===== src/rtl/vdac_pkg.sv =====
package vdac_pkg;
    localparam int CHAN_W    = 7;
    localparam int FLAG_W    = 4;
    localparam int PHASE_CNT = 4;
    localparam int PHASE_W   = $clog2(PHASE_CNT);
    localparam int PAD_W     = CHAN_W - FLAG_W;

    typedef enum logic [PHASE_W-1:0] {
        PH_RED   = 2'd0,
        PH_GREEN = 2'd1,
        PH_BLUE  = 2'd2,
        PH_SYNC  = 2'd3
    } phase_e;

    // flags: [0] composite, [1] horizontal, [2] clamp, [3] vertical
    typedef struct packed {
        logic              valid;
        logic [CHAN_W-1:0] red;
        logic [CHAN_W-1:0] green;
        logic [CHAN_W-1:0] blue;
        logic [FLAG_W-1:0] flags;
    } pixel_t;
endpackage


===== src/rtl/vdac_phase_seq.sv =====
module vdac_phase_seq
    import vdac_pkg::*;
(
    input  logic   clk,
    input  logic   rst_n,
    output phase_e phase,
    output logic   capture_en
);
    phase_e state_q;
    phase_e state_d;

    always_ff @(posedge clk or negedge rst_n) begin
        if (!rst_n) state_q <= PH_RED;
        else        state_q <= state_d;
    end

    always_comb begin
        unique case (state_q)
            PH_RED:   state_d = PH_GREEN;
            PH_GREEN: state_d = PH_BLUE;
            PH_BLUE:  state_d = PH_SYNC;
            PH_SYNC:  state_d = PH_RED;
            default:  state_d = PH_RED;
        endcase
    end

    always_comb begin
        phase      = state_q;
        capture_en = (state_q == PH_RED);
    end
endmodule


===== src/rtl/vdac_pixel_hold.sv =====
module vdac_pixel_hold
    import vdac_pkg::*;
(
    input  logic   clk,
    input  logic   rst_n,
    input  logic   capture_en,
    input  pixel_t live,
    output pixel_t held
);
    always_ff @(posedge clk or negedge rst_n) begin
        if (!rst_n)          held <= '0;
        else if (capture_en) held <= live;
    end
endmodule


===== src/rtl/vdac_lane_mux.sv =====
module vdac_lane_mux
    import vdac_pkg::*;
(
    input  phase_e            phase,
    input  pixel_t            live,
    input  pixel_t            held,
    output logic [CHAN_W-1:0] word,
    output logic              strobe
);
    logic [CHAN_W-1:0] sync_word;

    always_comb begin
        sync_word = {{PAD_W{1'b0}}, ~held.flags};
    end

    always_comb begin
        unique case (phase)
            PH_RED: begin
                word   = live.valid ? live.red : '0;
                strobe = 1'b1;
            end
            PH_GREEN: begin
                word   = held.valid ? held.green : '0;
                strobe = 1'b1;
            end
            PH_BLUE: begin
                word   = held.valid ? held.blue : '0;
                strobe = 1'b1;
            end
            PH_SYNC: begin
                word   = sync_word;
                strobe = 1'b0;
            end
            default: begin
                word   = '0;
                strobe = 1'b0;
            end
        endcase
    end
endmodule


===== src/rtl/vdac_serializer.sv =====
module vdac_serializer
    import vdac_pkg::*;
(
    input  logic              clk,
    input  logic              rst_n,
    input  logic              pix_valid,
    input  logic [CHAN_W-1:0] pix_red,
    input  logic [CHAN_W-1:0] pix_green,
    input  logic [CHAN_W-1:0] pix_blue,
    input  logic              sync_comp,
    input  logic              sync_horiz,
    input  logic              sync_clamp,
    input  logic              sync_vert,
    output logic [CHAN_W-1:0] dac_bus,
    output logic              dac_strobe
);
    phase_e            phase_q;
    logic              capture_en;
    pixel_t            live_px;
    pixel_t            held_px;
    logic [CHAN_W-1:0] word_d;
    logic              strobe_d;

    always_comb begin
        live_px.valid = pix_valid;
        live_px.red   = pix_red;
        live_px.green = pix_green;
        live_px.blue  = pix_blue;
        live_px.flags = {sync_vert, sync_clamp, sync_horiz, sync_comp};
    end

    vdac_phase_seq u_seq (
        .clk        (clk),
        .rst_n      (rst_n),
        .phase      (phase_q),
        .capture_en (capture_en)
    );

    vdac_pixel_hold u_hold (
        .clk        (clk),
        .rst_n      (rst_n),
        .capture_en (capture_en),
        .live       (live_px),
        .held       (held_px)
    );

    vdac_lane_mux u_mux (
        .phase  (phase_q),
        .live   (live_px),
        .held   (held_px),
        .word   (word_d),
        .strobe (strobe_d)
    );

    always_ff @(posedge clk or negedge rst_n) begin
        if (!rst_n) begin
            dac_bus    <= '0;
            dac_strobe <= 1'b0;
        end else begin
            dac_bus    <= word_d;
            dac_strobe <= strobe_d;
        end
    end
endmodule


===== config.mk =====
export PLATFORM = sky130hd
export DESIGN_NAME = vdac_serializer
export DESIGN_NICKNAME = d
export VERILOG_FILES = /design/src/rtl/vdac_pkg.sv /design/src/rtl/vdac_phase_seq.sv /design/src/rtl/vdac_pixel_hold.sv /design/src/rtl/vdac_lane_mux.sv /design/src/rtl/vdac_serializer.sv
export SDC_FILE = /design/constraint.sdc
export NUM_CORES = 1
export LEC_CHECK = 0
export ABC_AREA = 1
export BUFFER_PORTS_ARGS = -buffer_cell sky130_fd_sc_hd__buf_2
export CAP_MARGIN = 20
export CORE_MARGIN = 5
export CORE_UTILIZATION = 50
export CTS_CLUSTER_DIAMETER = 30
export DETAILED_ROUTE_END_ITERATION = 12
export PLACE_DENSITY_LB_ADDON = 0.25
export SKIP_LAST_GASP = 1
export SLEW_MARGIN = 40
export SYNTH_ARGS = -nofsm -noshare
export SYNTH_HDL_FRONTEND = slang
export SYNTH_SLANG_ARGS = --single-unit

===== constraint.sdc =====
create_clock -name clk -period 1.51 [get_ports clk]
set_clock_uncertainty 0.15 [all_clocks]
set_input_delay 0.302 -clock clk [delete_from_list [all_inputs] [get_ports clk]]
set_output_delay 0.302 -clock clk [all_outputs]
set_load 0.02 [all_outputs]

# After elaboration in Yosys (flattened, before gate mapping)
# Cells that the tools add are included.
[totals]
reg_bits = 29
in_bits = 28
out_inout_bits = 8
wordCells = 19
[op_classes]
eq_ne = 3
muxes = 6
bitwise = 1
n_reduce_logical = 2
[ops]
columns = ["op", "n"]
rows = [
  ["$pmux W7 S4", 1],
  ["$mux W7", 3],
  ["$pmux W2 S4", 1],
  ["$eq A2 B2 Y1 const B", 2],
  ["$not A4 Y4", 1],
  ["$reduce_or A3 Y1", 1],
  ["$eq A2 B1 Y1 const B", 1],
  ["$logic_not A2 Y1", 1],
  ["$pmux W1 S2", 1],
]

# Depth between registers and ports, before layout
[logic_depth]
word_depth = 3
mapped_depth = 7
ltp_nobuf = 6

# Modules after synthesis
# Synthesis repeated with hierarchy kept, for this count alone.
[hier_totals]
cells_unflattened = 187
hier_area_um2 = 1617.8
[by_module_without_submodules]
columns = ["mod", "instances", "cells_per_inst", "area_per_inst_um2", "seq_area_each_um2"]
rows = [
  ["vdac_pixel_hold", 1, 110, 1023.5, 650.6],
  ["vdac_lane_mux", 1, 60, 300.3, 0.0],
  ["vdac_serializer", 1, 8, 200.2, 200.2],
  ["vdac_phase_seq", 1, 9, 93.8, 50.0],
]

# Worst setup path before layout
# No wires, ideal clock.
[synth_path]
kind = "register -> register"
start = "register u_seq.state_q[0], in the netlist u_seq.phase[0]"
end = "register u_hold.held[25] (netlist name)"
arrival_ps = 989
setup_slack_ps = 245
stages_incl_launch_ff = 7
period_less_slack_ps = 1265
path_cell_list = "dfrtp_1 > inv_1 > ha_1 > buf_6 > buf_6 > nand2_1 > o21ai_0"
[synth_between]
elab_chain_cells = 1
[synth_lines]
columns = ["item", "line_no", "rtl"]
rows = [
  ["from (decl)", "vdac_phase_seq.sv:9", "phase_e state_q;"],
  ["from (signal assigned)", "vdac_phase_seq.sv:14", "else state_q <= state_d;"],
  ["$logic_not A2 Y1", "vdac_phase_seq.sv:29", "capture_en = (state_q == PH_RED);"],
]
# Every way passes these cells.
# A chain may end at the register's enable or synchronous reset.

# Worst setup path in the final report
[layout_path]
start = "register u_seq.state_q[0], in the netlist u_seq.phase[0]"
end = "register dac_bus[3]"
[layout_between]
elab_chain_cells = 2
[layout_lines]
columns = ["item", "line_no", "rtl"]
rows = [
  ["$eq A2 B2 Y1 (tied with other cells)", "vdac_lane_mux.sv:17", "unique case (phase)"],
  ["$pmux W7 S4 (*)", "vdac_lane_mux.sv:17", ""],
  ["net u_mux.word[3]", "vdac_lane_mux.sv:7", "output logic [CHAN_W-1:0] word,"],
  ["to (signal assigned)", "vdac_serializer.sv:60", "dac_bus <= word_d;"],
  ["to (decl)", "vdac_serializer.sv:14", "output logic [CHAN_W-1:0] dac_bus,"],
]
# Mark *: on every way through the listed nets, which the timed path passes. The rest lies on a longest branch.

==> out/metrics.yaml <==
outcome:
  outcome: "complete, no violations"
sta:
  grt_setup_unrepaired: "no"
  setup_viol: 0
  drv_slew: 0
  fin_crit_sh_pct: 90.9
  hold_viol: 0
  fmaxAchievable_ghz: 0.728
  tightest_slew_ns: 0.635
  finalSetupTns_ns: 0
  min_period_ns: 1.37
  relSlewSlack_pct: 57.7
place:
  port_buffers: 35
  hpwl_um: 2000
  place.gp.congestion: 0.778
critical_path:
  cp_max_fo: 7
  required_ns: 1.62
  cpPeakStageDelay_ns: 0.39
  crit_arrival_ns: 1.49
  crit_buf_inv: 1
  crit_type: "reg -> reg"
  cp_cell_sequence: "inv_1, ha_1, nor2_2, nand2_1, nand3_1"
  critical-path-top-delay-family: "simple AND/OR/NAND/NOR gates"
  end_kind: "flip-flop"
  start_kind: "flip-flop"
  cp_slowest_cell: "dfrtp_1"
synth:
  yosysUniqueCellTypes: 13
  synth_seq_cells: 29
  syn_inst: 150
  netlist_area_mm2: 0.00129
  syn_nets: 183
  yosysSeqAreaShare_pct: 56.4
  avgSynthCellArea_um2: 8.58
  yosys_warnings: 0
cts:
  cts.sinks: 29
  post_cts_buffers: 0
  clk_latency_ns: 0.33
  cts_buffers: 5
  clkTransAtPathRegs_ns: 0.10
  cts_tree: "built"
  root_buffer: "clkbuf_4"
  h-tree-depth: 2
  ctsLongestPathBuffers: 2
detailed_routing:
  wl_per_cell_um: 11.8
  ant_nets: 0
  dr_total_vias: 1023
  drt_iter0_markers: 19
  drc: 0
  routed_wl_um: 2610
  via_per_inst: 4.63
  drtPass1Iterations: 4
floorplan:
  num_rows: 18
  dieArea_mm2: 0.00369
  coreArea_mm2: 0.00248
  initial_utilization_pct: 52.0
  io_pins: 36
  dieWidth_um: 60.7
  fp.dieH_um: 60.7
finish:
  drive_gt1_share_pct: 24.6
  seqCellArea_um2: 726
  layout.nets: 223
  areaGrowthSynthToFinish_pct: 20.5
  fillers: 253
  diodes: 0
  final_util_pct: 62.6
  multi_input_area_um2: 428
power:
  leakagePower_nw: 0.855
  combPwrFrac_pct: 7.8
  p_per_area_mw_per_mm2: 954
  p_int_mw: 1.13
  seqPwrFrac_pct: 55.9
  p_sw_share_pct: 23.7
  switchingPower_uw: 350
  pwr-share-clk_pct: 36.2
  ir_worst_vdd_mv: 0.668
global_routing:
  grt_pass1_vias: 984
  grt_pass1_wl_um: 4190
  grt-ovfl-total: 0
  grtUsageTotal_pct: 16.0
  antenna_found_initial: 0
  grt_start_max_net_pins: 30
flow_run:
  drv_cap: 0
min_path:
  min_path_type: "in -> reg"
## worst paths after layout
kind	startpoint	endpoint	slack [ns]	depth (start not counted)
setup / recovery	u_seq.phase[0]$_DFF_PN0_	dac_bus[3]$_DFF_PN0_	0.14	5
hold / removal	sync_clamp	u_hold.held[2]$_DFFE_PN0N_	0.02	3
setup reg to reg	u_seq.phase[0]$_DFF_PN0_	dac_bus[3]$_DFF_PN0_	0.14	5
hold reg to reg	u_hold.held[14]$_DFFE_PN0N_	u_hold.held[14]$_DFFE_PN0N_	0.37	2
max in group asynchronous	rst_n	u_hold.held[15]$_DFFE_PN0N_	0.41	2
min in group asynchronous	rst_n	dac_strobe$_DFF_PN0_	0.36	2
## power by group through the flow
| stage | registers, mW | clock network (mW) | logic, mW |
|---|---|---|---|
| after global placement | 0.842 | 0 | 0.112 |
| after floorplan | 0.850 | 0 | 0.0355 |
| final | 0.828 | 0.536 | 0.116 |
| after global routing | 0.831 | 0.596 | 0.134 |
| after detailed placement | 0.844 | 0 | 0.116 |
| after CTS | 0.828 | 0.552 | 0.119 |
## sequential cells by signal (all words and copies together) (netlist names)
signal       cells
u_hold.held     19
dac_bus          7
u_seq.phase      2
dac_strobe       1
## cell type report
class	instances	area share [%]
Clock buffer	7	4.19
Clock inverter	1	0.323
Inverter	24	5.81
Multi-Input combinational cell	92	27.6
Sequential cell	29	46.8
Tap cell	30	2.42
Timing Repair Buffer	38	12.9
## worst reg2reg max path, cell delays in order, from the launching register on
cell and delay, ns:
dfrtp_1 0.39, inv_1 0.10, ha_1 0.25, nor2_2 0.25
nand2_1 0.09, nand3_1 0.07
## Yosys cell counts
cell | n | area [µm²]
ha_1 | 5 | 62.6
nor2_2 | 1 | 6.26
nand2_1 | 58 | 218
clkbuf_2 | 1 | 5.00
o21ai_1 | 4 | 20.0
nand3_1 | 8 | 40.0
o21ai_0 | 15 | 75.1
buf_6 | 3 | 33.8
inv_2 | 1 | 3.75
or2_1 | 1 | 6.26
inv_1 | 23 | 86.3
dfrtp_1 | 29 | 726
buf_2 | 1 | 5.00
## kinds of logic (layout without fill, tap and decap cells)
logic type | Yosys count | count (layout) | share of synthesized area, %
flops | 29 | 29 | 56.4
fa+ha+maj | 5 | 5 | 4.86
simple gates | 68 | 68 | 21.0
buf+inv | 29 | 70 | 10.4
compound gates | 19 | 19 | 7.39
## placed cells by master (no fill, tap or decap)
cell type / Yosys / routed
nand3_1: 8 / 8
clkbuf_4: 0 / 5
nor2_2: 1 / 1
ha_1: 5 / 5
clkbuf_8: 0 / 2
o21ai_0: 15 / 15
inv_1: 23 / 23
nand2_1: 58 / 58
or2_1: 1 / 1
clkinv_2: 0 / 1
dlygate4sd3_1: 0 / 1
o21ai_1: 4 / 4
dfrtp_1: 29 / 29
inv_2: 1 / 1
buf_4: 0 / 2
buf_2: 1 / 35
## metal layers
layer	part of all wire, %	up-vias	global-route usage [%]
met2	46	27	25.5
met4	1.3	0	5.57
met5	0	-	0
met1	44	461	19.7
met3	7.9	5	6.38
li1	-	530	-
## timing repair
action	4_1_cts	5_1_grt
gates resized for setup	0	0
hold buffers	1	0
endpoints found under the hold margin	29	0
## metrics by stage
stage                     total power, mW  instances  instance area, µm²  setup slack, ns  hold slack [ns]
final                                1.48        221                1550            0.137           0.0189
after global routing                 1.56        221                1550           0.0219          0.00276
after CTS                            1.50        221                1550            0.139           0.0102
after detailed placement            0.960        212                1470            0.171            0.206
after global placement              0.954        212                1470            0.218            0.198
after floorplan                     0.886        150                1290            0.245           -0.144
Power figures use the tool's default switching activity.
